**src/rtl/mulacc_pkg.sv**
```systemverilog
package mulacc_pkg;

  localparam int WORD_W  = 16;
  localparam int PROD_W  = 2 * WORD_W;
  localparam int ACC_W   = 48;
  localparam int EXT_W   = ACC_W + 2;
  localparam int NSLICE  = ACC_W / WORD_W;
  localparam int ADDR_W  = 4;

  localparam logic [ADDR_W-1:0] ADR_CTRL    = 4'd0;
  localparam logic [ADDR_W-1:0] ADR_OPX     = 4'd1;
  localparam logic [ADDR_W-1:0] ADR_OPY     = 4'd2;
  localparam logic [ADDR_W-1:0] ADR_ACC_LO  = 4'd5;
  localparam logic [ADDR_W-1:0] ADR_PROD_HI = 4'd8;
  localparam logic [ADDR_W-1:0] ADR_PROD_LO = 4'd9;

  localparam int CB_CLEAR = 5;
  localparam int CB_OVF   = 7;

  // mode word, packed so that bit 0 is unsig and bit 4 is square
  typedef struct packed {
    logic square;
    logic negate;
    logic subtract;
    logic accum;
    logic unsig;
  } mode_t;

  localparam int MODE_W = $bits(mode_t);

  typedef struct packed {
    logic [ACC_W-1:0] acc;
    logic             ovf;
  } acc_step_t;

  // address of total slice s (slice 0 holds the low bits)
  function automatic logic [ADDR_W-1:0] slice_addr(input int s);
    return ADDR_W'(int'(ADR_ACC_LO) - s);
  endfunction

  // raw product, two's complement when signed
  function automatic logic [PROD_W-1:0] mul_raw(input logic [WORD_W-1:0] x,
                                                input logic [WORD_W-1:0] y,
                                                input logic unsig);
    logic [PROD_W-1:0]        u_p;
    logic signed [PROD_W-1:0] s_p;
    u_p = PROD_W'(x) * PROD_W'(y);
    s_p = PROD_W'($signed(x)) * PROD_W'($signed(y));
    return unsig ? u_p : PROD_W'(s_p);
  endfunction

  function automatic logic [EXT_W-1:0] widen_prod(input logic [PROD_W-1:0] p,
                                                  input logic sx);
    return sx ? {{(EXT_W-PROD_W){p[PROD_W-1]}}, p}
              : {{(EXT_W-PROD_W){1'b0}}, p};
  endfunction

  function automatic logic [EXT_W-1:0] widen_acc(input logic [ACC_W-1:0] a,
                                                 input logic sx);
    return sx ? {{(EXT_W-ACC_W){a[ACC_W-1]}}, a}
              : {{(EXT_W-ACC_W){1'b0}}, a};
  endfunction

  // true when the wide result is representable in ACC_W bits
  function automatic logic fits_total(input logic [EXT_W-1:0] s,
                                      input logic unsig);
    if (unsig) return s[EXT_W-1:ACC_W] == '0;
    return s[EXT_W-1:ACC_W-1] == {(EXT_W-ACC_W+1){s[ACC_W-1]}};
  endfunction

  function automatic acc_step_t acc_step(input logic [ACC_W-1:0]  acc,
                                         input logic [PROD_W-1:0] p,
                                         input mode_t             m);
    acc_step_t        r;
    logic [EXT_W-1:0] term;
    logic [EXT_W-1:0] base;
    logic [EXT_W-1:0] sum;
    term = widen_prod(p, !m.unsig);
    if (m.negate) term = -term;
    base = widen_acc(acc, !m.unsig);
    if (!m.accum) begin
      sum   = term;
      r.ovf = 1'b0;
    end else begin
      sum   = m.subtract ? (base - term) : (base + term);
      r.ovf = !fits_total(sum, m.unsig);
    end
    r.acc = sum[ACC_W-1:0];
    return r;
  endfunction

endpackage

```
**src/rtl/mulacc_trigger.sv**
```systemverilog
module mulacc_trigger (
  input  logic clk,
  input  logic rst_n,
  input  logic wr_x,
  input  logic wr_y,
  input  logic square,
  output logic fire
);

  logic x_seen_q;
  logic y_seen_q;

  always_comb begin
    fire = 1'b0;
    if (wr_x || wr_y) begin
      if (square)                fire = 1'b1;
      else if (wr_x && y_seen_q) fire = 1'b1;
      else if (wr_y && x_seen_q) fire = 1'b1;
    end
  end

  always_ff @(posedge clk or negedge rst_n) begin
    if (!rst_n) begin
      x_seen_q <= 1'b0;
      y_seen_q <= 1'b0;
    end else if (fire) begin
      x_seen_q <= 1'b0;
      y_seen_q <= 1'b0;
    end else begin
      if (wr_x) x_seen_q <= 1'b1;
      if (wr_y) y_seen_q <= 1'b1;
    end
  end

endmodule

```
**src/rtl/mulacc_datapath.sv**
```systemverilog
module mulacc_datapath
  import mulacc_pkg::*;
(
  input  mode_t              mode,
  input  logic [WORD_W-1:0]  opx_q,
  input  logic [WORD_W-1:0]  opy_q,
  input  logic [WORD_W-1:0]  wdata,
  input  logic               wr_x,
  input  logic               wr_y,
  input  logic [ACC_W-1:0]   acc_q,
  output logic [PROD_W-1:0]  prod_next,
  output logic [ACC_W-1:0]   acc_next,
  output logic               ovf_hit
);

  logic [WORD_W-1:0] fac_x;
  logic [WORD_W-1:0] fac_y;
  acc_step_t         step;

  // the word being written is used directly so the result lands at this edge
  always_comb begin
    if (mode.square) begin
      fac_x = wdata;
      fac_y = wdata;
    end else begin
      fac_x = wr_x ? wdata : opx_q;
      fac_y = wr_y ? wdata : opy_q;
    end
  end

  always_comb begin
    prod_next = mul_raw(fac_x, fac_y, mode.unsig);
    step      = acc_step(acc_q, prod_next, mode);
    acc_next  = step.acc;
    ovf_hit   = step.ovf;
  end

endmodule

```
**src/rtl/mulacc_readmux.sv**
```systemverilog
module mulacc_readmux
  import mulacc_pkg::*;
(
  input  logic               rd_en,
  input  logic [ADDR_W-1:0]  addr,
  input  mode_t              mode_q,
  input  logic               ovf_q,
  input  logic [WORD_W-1:0]  opx_q,
  input  logic [WORD_W-1:0]  opy_q,
  input  logic [ACC_W-1:0]   acc_q,
  input  logic [PROD_W-1:0]  prod_q,
  output logic [WORD_W-1:0]  rdata
);

  logic [WORD_W-1:0] sel;

  always_comb begin
    sel = '0;
    case (addr)
      ADR_CTRL: begin
        sel             = WORD_W'(mode_q);
        sel[CB_OVF]     = ovf_q;
      end
      ADR_OPX:     sel = opx_q;
      ADR_OPY:     sel = opy_q;
      ADR_PROD_HI: sel = prod_q[PROD_W-1:WORD_W];
      ADR_PROD_LO: sel = prod_q[WORD_W-1:0];
      default:     sel = '0;
    endcase
    for (int s = 0; s < NSLICE; s++) begin
      if (addr == slice_addr(s)) sel = acc_q[s*WORD_W +: WORD_W];
    end
  end

  assign rdata = rd_en ? sel : '0;

endmodule

```
**src/rtl/mulacc_unit.sv**
```systemverilog
module mulacc_unit
  import mulacc_pkg::*;
#(
  parameter int AW = ADDR_W,
  parameter int DW = WORD_W
) (
  input  logic          clk,
  input  logic          rst_n,
  input  logic          wr_en,
  input  logic          rd_en,
  input  logic [AW-1:0] addr,
  input  logic [DW-1:0] wdata,
  output logic [DW-1:0] rdata
);

  mode_t              mode_q;
  logic               ovf_q;
  logic [WORD_W-1:0]  opx_q;
  logic [WORD_W-1:0]  opy_q;
  logic [ACC_W-1:0]   acc_q;
  logic [PROD_W-1:0]  prod_q;

  // named events, also watched by the checker
  logic               wr_ctrl;
  logic               wr_x;
  logic               wr_y;
  logic               clear_req;
  logic               op_fire;
  logic [PROD_W-1:0]  prod_next;
  logic [ACC_W-1:0]   acc_next;
  logic               ovf_hit;
  logic [NSLICE-1:0]  wr_slice;

  assign wr_ctrl   = wr_en && (addr == ADR_CTRL);
  assign wr_x      = wr_en && (addr == ADR_OPX);
  assign wr_y      = wr_en && (addr == ADR_OPY);
  assign clear_req = wr_ctrl && wdata[CB_CLEAR];

  for (genvar s = 0; s < NSLICE; s++) begin : g_slice_dec
    assign wr_slice[s] = wr_en && (addr == slice_addr(s));
  end

  mulacc_trigger u_trig (
    .clk    (clk),
    .rst_n  (rst_n),
    .wr_x   (wr_x),
    .wr_y   (wr_y),
    .square (mode_q.square),
    .fire   (op_fire)
  );

  mulacc_datapath u_dp (
    .mode      (mode_q),
    .opx_q     (opx_q),
    .opy_q     (opy_q),
    .wdata     (wdata),
    .wr_x      (wr_x),
    .wr_y      (wr_y),
    .acc_q     (acc_q),
    .prod_next (prod_next),
    .acc_next  (acc_next),
    .ovf_hit   (ovf_hit)
  );

  always_ff @(posedge clk or negedge rst_n) begin
    if (!rst_n) begin
      mode_q <= '0;
      ovf_q  <= 1'b0;
      opx_q  <= '0;
      opy_q  <= '0;
      acc_q  <= '0;
      prod_q <= '0;
    end else begin
      if (wr_ctrl) mode_q <= mode_t'(wdata[MODE_W-1:0]);
      if (wr_x)    opx_q  <= wdata;
      if (wr_y)    opy_q  <= wdata;
      if (clear_req) begin
        acc_q <= '0;
        ovf_q <= 1'b0;
      end
      if (op_fire) begin
        prod_q <= prod_next;
        acc_q  <= acc_next;
        if (ovf_hit) ovf_q <= 1'b1;
      end
      for (int s = 0; s < NSLICE; s++) begin
        if (wr_slice[s]) acc_q[s*WORD_W +: WORD_W] <= wdata;
      end
    end
  end

  mulacc_readmux u_rd (
    .rd_en  (rd_en),
    .addr   (addr),
    .mode_q (mode_q),
    .ovf_q  (ovf_q),
    .opx_q  (opx_q),
    .opy_q  (opy_q),
    .acc_q  (acc_q),
    .prod_q (prod_q),
    .rdata  (rdata)
  );

endmodule

```
**config.mk**
```make
export PLATFORM = sky130hd
export DESIGN_NAME = mulacc_unit
export DESIGN_NICKNAME = d
export VERILOG_FILES = /design/src/rtl/mulacc_pkg.sv /design/src/rtl/mulacc_trigger.sv /design/src/rtl/mulacc_datapath.sv /design/src/rtl/mulacc_readmux.sv /design/src/rtl/mulacc_unit.sv
export SDC_FILE = /design/constraint.sdc
export NUM_CORES = 1
export LEC_CHECK = 0
export BUFFER_PORTS_ARGS = -buffer_cell sky130_fd_sc_hd__clkbuf_2
export CORE_ASPECT_RATIO = 0.8
export CORE_MARGIN = 2
export CORE_UTILIZATION = 41
export DETAILED_ROUTE_END_ITERATION = 8
export HOLD_SLACK_MARGIN = 0.08
export SLEW_MARGIN = 20
export SYNTH_ARGS = -nofsm -noshare
export SYNTH_HDL_FRONTEND = slang
export SYNTH_SLANG_ARGS = --single-unit
```
**constraint.sdc**
```tcl
create_clock -name clk -period 23.6 [get_ports clk]
set_clock_uncertainty 0.2 [all_clocks]
set_input_delay 3.54 -clock clk [delete_from_list [all_inputs] [get_ports clk]]
set_output_delay 3.54 -clock clk [all_outputs]
set_load 0.01 [all_outputs]
```
==> results of run 1 <==
sequential cells by signal, summed over array words and instances (netlist names):
| signal | count |
|---|---|
| acc_q | 48 |
| mode_q | 5 |
| opx_q | 16 |
| opy_q | 16 |
| ovf_q | 1 |
| prod_q | 32 |
| u_trig.x_seen_q | 1 |
| u_trig.y_seen_q | 1 |
layer usage:
layer / track usage [%] / vias up / wire [um]
li1: - / 10600 / -
met1: 40.5 / 11500 / 41300
met2: 39.7 / 985 / 37400
met3: 8.37 / 128 / 9540
met4: 6.48 / 4 / 2180
met5: 0 / - / 27
worst max-delay path, delay by kind of cell:
kind,cells,cell delay [ns]
and+or+nand+nor,11,2.95
AOI/OAI and AO/OA,15,5.68
xor gates and xnor gates,3,0.67
muxes,1,0.53
adders and majority gates,8,3.87
buffers and inverters,6,0.68
worst paths after layout:
check / startpoint / to / slack [ns] / cells past startpoint
setup reg to reg: mode_q[4]$_DFFE_PN0P_ / acc_q[46]$_DFFE_PN0P_ / 9.70 / 42
hold reg to reg: prod_q[15]$_DFFE_PN0P_ / prod_q[15]$_DFFE_PN0P_ / 0.29 / 2
min in group asynchronous: rst_n / acc_q[3]$_DFFE_PN0P_ / 2.95 / 1
hold / removal: prod_q[15]$_DFFE_PN0P_ / prod_q[15]$_DFFE_PN0P_ / 0.29 / 2
max in group asynchronous: rst_n / acc_q[46]$_DFFE_PN0P_ / 18.72 / 2
setup / recovery: addr[1] / acc_q[46]$_DFFE_PN0P_ / 5.80 / 44
kinds of logic (layout without fill, tap and decap cells):
kind of cell               after synthesis  count (layout)  synth area share, %
xor gates and xnor gates               143             143                 4.76
adders and majority gates              570             570                 37.3
and+or+nand+nor                        940             940                 16.6
buffers and inverters                  626             605                 9.03
DFF                                    120             120                 11.3
AOI/OAI and AO/OA                      745             745                 18.9
muxes                                   49              49                 2.02
other                                    0               1                    0
area by class of cell:
class                      count  area, um^2
sequential                   120        3010
timing repair buffer          78         490
inverter                     495        1860
clock buffer                  18         429
antenna                        1        2.50
multi-input combinational   2447       21100
tap                          850        1060
clock inverter                14         198
fill                        6383       35900
per-stage QoR:
stage / setup WS (ns) / cells / util [%] / instance area (um^2) / hold WS (ns)
detailed placement: 5.99 / 3990 / 43.0 / 27500 / 0.270
global route: 5.27 / 4022 / 44.0 / 28200 / 0.309
global placement: 6.13 / 3990 / 43.0 / 27500 / 0.266
finish: 5.80 / 4023 / 44.0 / 28200 / 0.295
CTS: 6.41 / 4022 / 44.0 / 28200 / 0.285
floorplan: 8.46 / 3193 / - / 26500 / 0.240
cells in the final DEF (no fill, tap or decap), types with 54 or more instances in the layout:
cell and count:
ha_1 203, fa_1 367, xor2_1 60, o21a_1 54
nor2_1 296, dfrtp_1 117, a21o_1 60, o21ai_0 100
xnor2_1 82, inv_1 490, a21oi_1 190, nand2_1 324
==> out/qor.txt, run 1 <==
status - finished, final reports clean
Netlist cell types - 109
vias per inst - 5.77
CTS Hold Buffers Added - 0
Worst slew margin - 15.5%
CP max FO - 20
antenna viol nets, final - 0
EDFF count, synth - 0
gpl congestion - 0.964
vias in the first global route - 22600
total nets after synthesis - 3787
most common cell in the netlist - inv_1
dpl hpwl - 72500 um
Total GRT Usage - 27.7%
Vias - 23200
most used cell, CP - fa_1
CP Launch Type - input pin
Slew Viols, Final - 0
Hold WC Path Type - reg2reg
synth top area cells - fa_1 (28%), dfrtp_1 (11%), ha_1 (9.6%)
die width - 288 um
Tcrit/Tclk final - 75.4%
CP max stage cell - o21ai_0
Synth warnings - 0
largest net degree at the start of global routing - 80
slowest stage delay, CP - 0.94 ns
die height - 231 um
Initial Util - 41.3%
Avg Cell Area, Syn - 8.29 um^2
Post-CTS Setup Repair Bufs - 0
CTS Buf Count - 17
DR WL/cell - 22.5 um
later-pin clock latency in the skew report - 0.45 ns
initial antenna violation count - 1
FP Rows - 83
CP Class - in2reg
number of synthesized register bits - 120
Top FF cell, synth - dfrtp_1
Post-Route Setup TNS - 0 ns
setup violators final - 0
IO buf count - 39
# resized after CTS - 0
Max-Cap Viols - 0
CTS tree - done
Post-Synthesis Cells - 3193
sequential-to-total area share from yosys stat - 11.3%
crit path capture type - flip-flop
Final min period - 17.80 ns
RSZ-0062 raised after global routing - false
Max Root-Sink Buffers - 2
DRC Markers - 0
die footprint - 66600 um^2
Synth top area share - 27.7%
Routed WL - 90500 um
clk slew on worst S/H paths - 0.06 ns
total grt overflow - 0
first drt pass iteration count - 8
arrival time worst endpoint - 17.95 ns
core area - 64100 um^2
CTS root buf - clkbuf_16
H-tree levels - 4
IO Pins - 40
Synth Cell Area - 26500 um^2
Synth async-reset ratio - 100%
layout cells sized above 1 - 7.00%
synth cell count leaders - inv_1 (490), fa_1 (367), nand2_1 (324)
Clock Sink Count - 120
Initial DRC Count - 2536
Peak Freq - 56.2 MHz
area grow syn2layout - 6.42%
endpoints failing hold - 0
first-pass GRT wire length - 139000 um
Slew @ Worst Pin - 1.25 ns
post-synthesis cell type with the largest combined area - fa_1
CP required - 23.76 ns
fin nets - 3753
Power of run 1 is not shown: default switching activity piles up to over one toggle a cycle in this logic, so the estimate is an artifact.
==> run 2: changes to the inputs <==
--- a/config.mk
+++ b/config.mk
@@ -5,6 +5,7 @@
 export SDC_FILE = /design/constraint.sdc
 export NUM_CORES = 1
 export LEC_CHECK = 0
+export ABC_AREA = 1
 export BUFFER_PORTS_ARGS = -buffer_cell sky130_fd_sc_hd__clkbuf_2
 export CORE_ASPECT_RATIO = 0.8
 export CORE_MARGIN = 2
==> constraint.sdc (replaced) <==
create_clock -name clk -period 16.55 [get_ports clk]
set_clock_uncertainty 0.2 [all_clocks]
set_input_delay 2.4825 -clock clk [delete_from_list [all_inputs] [get_ports clk]]
set_output_delay 2.4825 -clock clk [all_outputs]
set_load 0.01 [all_outputs]
==> run 2 against run 1 <==
Effect of this change: hold slack got worse by 0.0020 ns; synthesized cell count grew 31%; flip-flop and latch count did not move; design area grew 6.2%; routed wire length grew 16%; worst setup slack worse by 4.4 ns; critical endpoint is now ovf_q$_DFF_PN0_.
==> out/qor.txt, run 2 <==
status - finished, final reports clean (unchanged)
Slew Viols, Final - 0 (unchanged)
Total GRT Usage - 30.0% (was 27.7%)
Tcrit/Tclk final - 91.2%
crit path capture type - flip-flop (unchanged)
die footprint - 70800 um^2 (was 66600 um^2)
DR WL/cell - 20.6 um (was 22.5 um)
H-tree levels - 4 (unchanged)
initial antenna violation count - 1 (unchanged)
Initial DRC Count - 3333 (was 2536)
Slew @ Worst Pin - 1.08 ns (was 1.25 ns)
Synth async-reset ratio - 100% (unchanged)
RSZ-0062 raised after global routing - false (unchanged)
Routed WL - 105000 um (was 90500 um)
CP Launch Type - input pin (unchanged)
placed insts - 5079 (was 3990)
layout cells sized above 1 - 4.43% (was 7.00%)
IO buf count - 39 (unchanged)
max reg flops - 48 (unchanged)
Initial Util - 41.6% (was 41.3%)
Top FF cell, synth - dfrtp_1 (unchanged)
setup violators final - 0 (unchanged)
post-synthesis cell type with the largest combined area - fa_1 (unchanged)
registers with the most flip-flops - acc_q (48), prod_q (32) (unchanged)
synth top area cells - fa_1 (26%), nand2_1 (16%), inv_1 (13%) (was fa_1 (28%), dfrtp_1 (11%), ha_1 (9.6%))
most frequent cells in the layout - nand2_1 (1186), inv_1 (945), fa_1 (367), nor2_1 (348), nand3_1 (216) (was inv_1 (490), fa_1 (367), nand2_1 (324), nor2_1 (296), ha_1 (203))
Post-Route Setup TNS - 0 ns (unchanged)
largest net degree at the start of global routing - 68 (was 80)
Clock Sink Count - 120 (unchanged)
dpl hpwl - 89600 um (was 72500 um)
sequential-to-total area share from yosys stat - 10.7% (was 11.3%)
first drt pass iteration count - 6 (was 8)
CTS root buf - clkbuf_16 (unchanged)
Post-Synthesis Cells - 4198 (was 3193)
total nets after synthesis - 4792 (was 3787)
vias in the first global route - 25400 (was 22600)
commonest non-fill, non-tap cell in the layout - nand2_1 (was inv_1)
Final min period - 15.10 ns
die width - 297 um (was 288 um)
CTS Hold Buffers Added - 0 (unchanged)
die height - 238 um (was 231 um)
synth cell count leaders - nand2_1 (1186), inv_1 (946), fa_1 (367) (was inv_1 (490), fa_1 (367), nand2_1 (324))
Synth top area share - 26.1% (was 27.7%)
final design utilization - 44.3% (was 44.0%)
reg2reg path depth - 53 (was 42)
endpoints failing hold - 0 (unchanged)
Post-Layout Cell Count - 5112 (was 4023)
gpl congestion - 0.988 (was 0.964)
EDFF count, synth - 0 (unchanged)
CP Class - in2reg (unchanged)
clk slew on worst S/H paths - 0.06 ns (about the same)
Hold WC Path Type - reg2reg (unchanged)
CP max stage cell - fa_1 (was o21ai_0)
CTS Buf Count - 17 (unchanged)
core area - 67600 um^2 (was 64100 um^2)
CTS tree - done (unchanged)
number of synthesized register bits - 120 (unchanged)
later-pin clock latency in the skew report - 0.45 ns (about the same)
Worst slew margin - 27.6% (was 15.5%)
Avg Cell Area, Syn - 6.71 um^2 (was 8.29 um^2)
Vias - 27100 (was 23200)
Synth warnings - 0 (unchanged)
Post-CTS Setup Repair Bufs - 0 (unchanged)
most used cell, CP - nand2_1 (was fa_1)
arrival time worst endpoint - 15.29 ns (was 17.95 ns)
most flop-heavy register - acc_q (unchanged)
most common cell in the netlist - nand2_1 (was inv_1)
first-pass GRT wire length - 160000 um (was 139000 um)
vias per inst - 5.31 (was 5.77)
total grt overflow - 0 (unchanged)
CP required - 16.74 ns (was 23.76 ns)
IO Pins - 40 (unchanged)
area grow syn2layout - 6.33% (was 6.42%)
Worst Hold Depth - 1 (was 2)
DRC Markers - 0 (unchanged)
FP Rows - 85 (was 83)
Max Root-Sink Buffers - 2 (unchanged)
fin nets - 4779 (was 3753)
Netlist cell types - 58 (was 109)
# resized after CTS - 0 (unchanged)
Peak Freq - 66.2 MHz
Synth Cell Area - 28100 um^2 (was 26500 um^2)
CP max FO - 24 (was 20)
antenna viol nets, final - 0 (unchanged)
Max-Cap Viols - 0 (unchanged)
slowest stage delay, CP - 0.95 ns (was 0.94 ns)
Layout fillers - 7224 (was 6383)
run 2: cell types whose count changed in the layout (fill, tap and decap cells not counted), sizes merged, moves of 41 or more:
cell    before   now
nor2       298   370
nand2      325  1206
nand2b      52     0
o21a        54    13
a21oi      197   142
xnor2       83    17
a21o        60     3
inv        495   964
o21ai      137   204
nand3       47   224
run 2: per-layer routing:
layer  vias up  GRT usage, %  wire length [um]
li1      12800             -                 -
met1     12900          46.9             49900
met2      1311          37.9             38300
met3        82          12.4             15600
met4         0          4.88              1430
met5         -             0                 0
run 2: kinds of logic (layout without fill, tap and decap cells):
group           Yosys count  after routing  share of synthesized area [%]
compound gates          483            483                           10.0
buf+inv                1062           1062                           14.2
flops                   120            120                           10.7
xor+xnor                 60             60                           1.89
other cells               0              1                              0
simple gates           1903           1903                           28.1
fa+ha+maj               570            570                           35.1
run 2: cell type report:
cell class	count	area, um^2	area share, %
Multi-Input combinational cell	3016	21200	70.7
Sequential cell	120	3010	10.0
Antenna cell	1	2.50	0.00836
Clock buffer	19	443	1.48
Timing Repair Buffer	64	385	1.29
Clock inverter	13	170	0.569
Tap cell	913	1140	3.82
Inverter	966	3630	12.1
run 2: through the flow:
stage / hold WS, ns / worst slack [ns] / cell area [um^2]
after floorplan: 0.249 / 4.54 / 28100
after global placement: 0.271 / 1.32 / 29300
after detailed placement: 0.273 / 1.35 / 29300
after CTS: 0.288 / 1.75 / 29900
after global routing: 0.327 / 0.663 / 29900
final: 0.293 / 1.45 / 29900
run 2: path summary, 6_finish.rpt:
check                      slack (ns)                     endpoint                   startpoint
setup / recovery                 1.45              ovf_q$_DFF_PN0_                      addr[3]
hold / removal                   0.29  u_trig.y_seen_q$_DFFE_PN0P_  u_trig.y_seen_q$_DFFE_PN0P_
setup reg to reg                 3.28              ovf_q$_DFF_PN0_        mode_q[4]$_DFFE_PN0P_
hold reg to reg                  0.29  u_trig.y_seen_q$_DFFE_PN0P_  u_trig.y_seen_q$_DFFE_PN0P_
max in group asynchronous       12.78       prod_q[23]$_DFFE_PN0P_                        rst_n
min in group asynchronous        1.92        acc_q[41]$_DFFE_PN0P_                        rst_n
run 2: critical path, delay by kind of cell:
kind                       cells  cell delay (ns)
adders and majority gates      8             4.24
buffers and inverters          9             1.20
AOI/OAI and AO/OA              3             0.75
and+or+nand+nor               36             6.57
Power of run 2 is left out for the same reason.
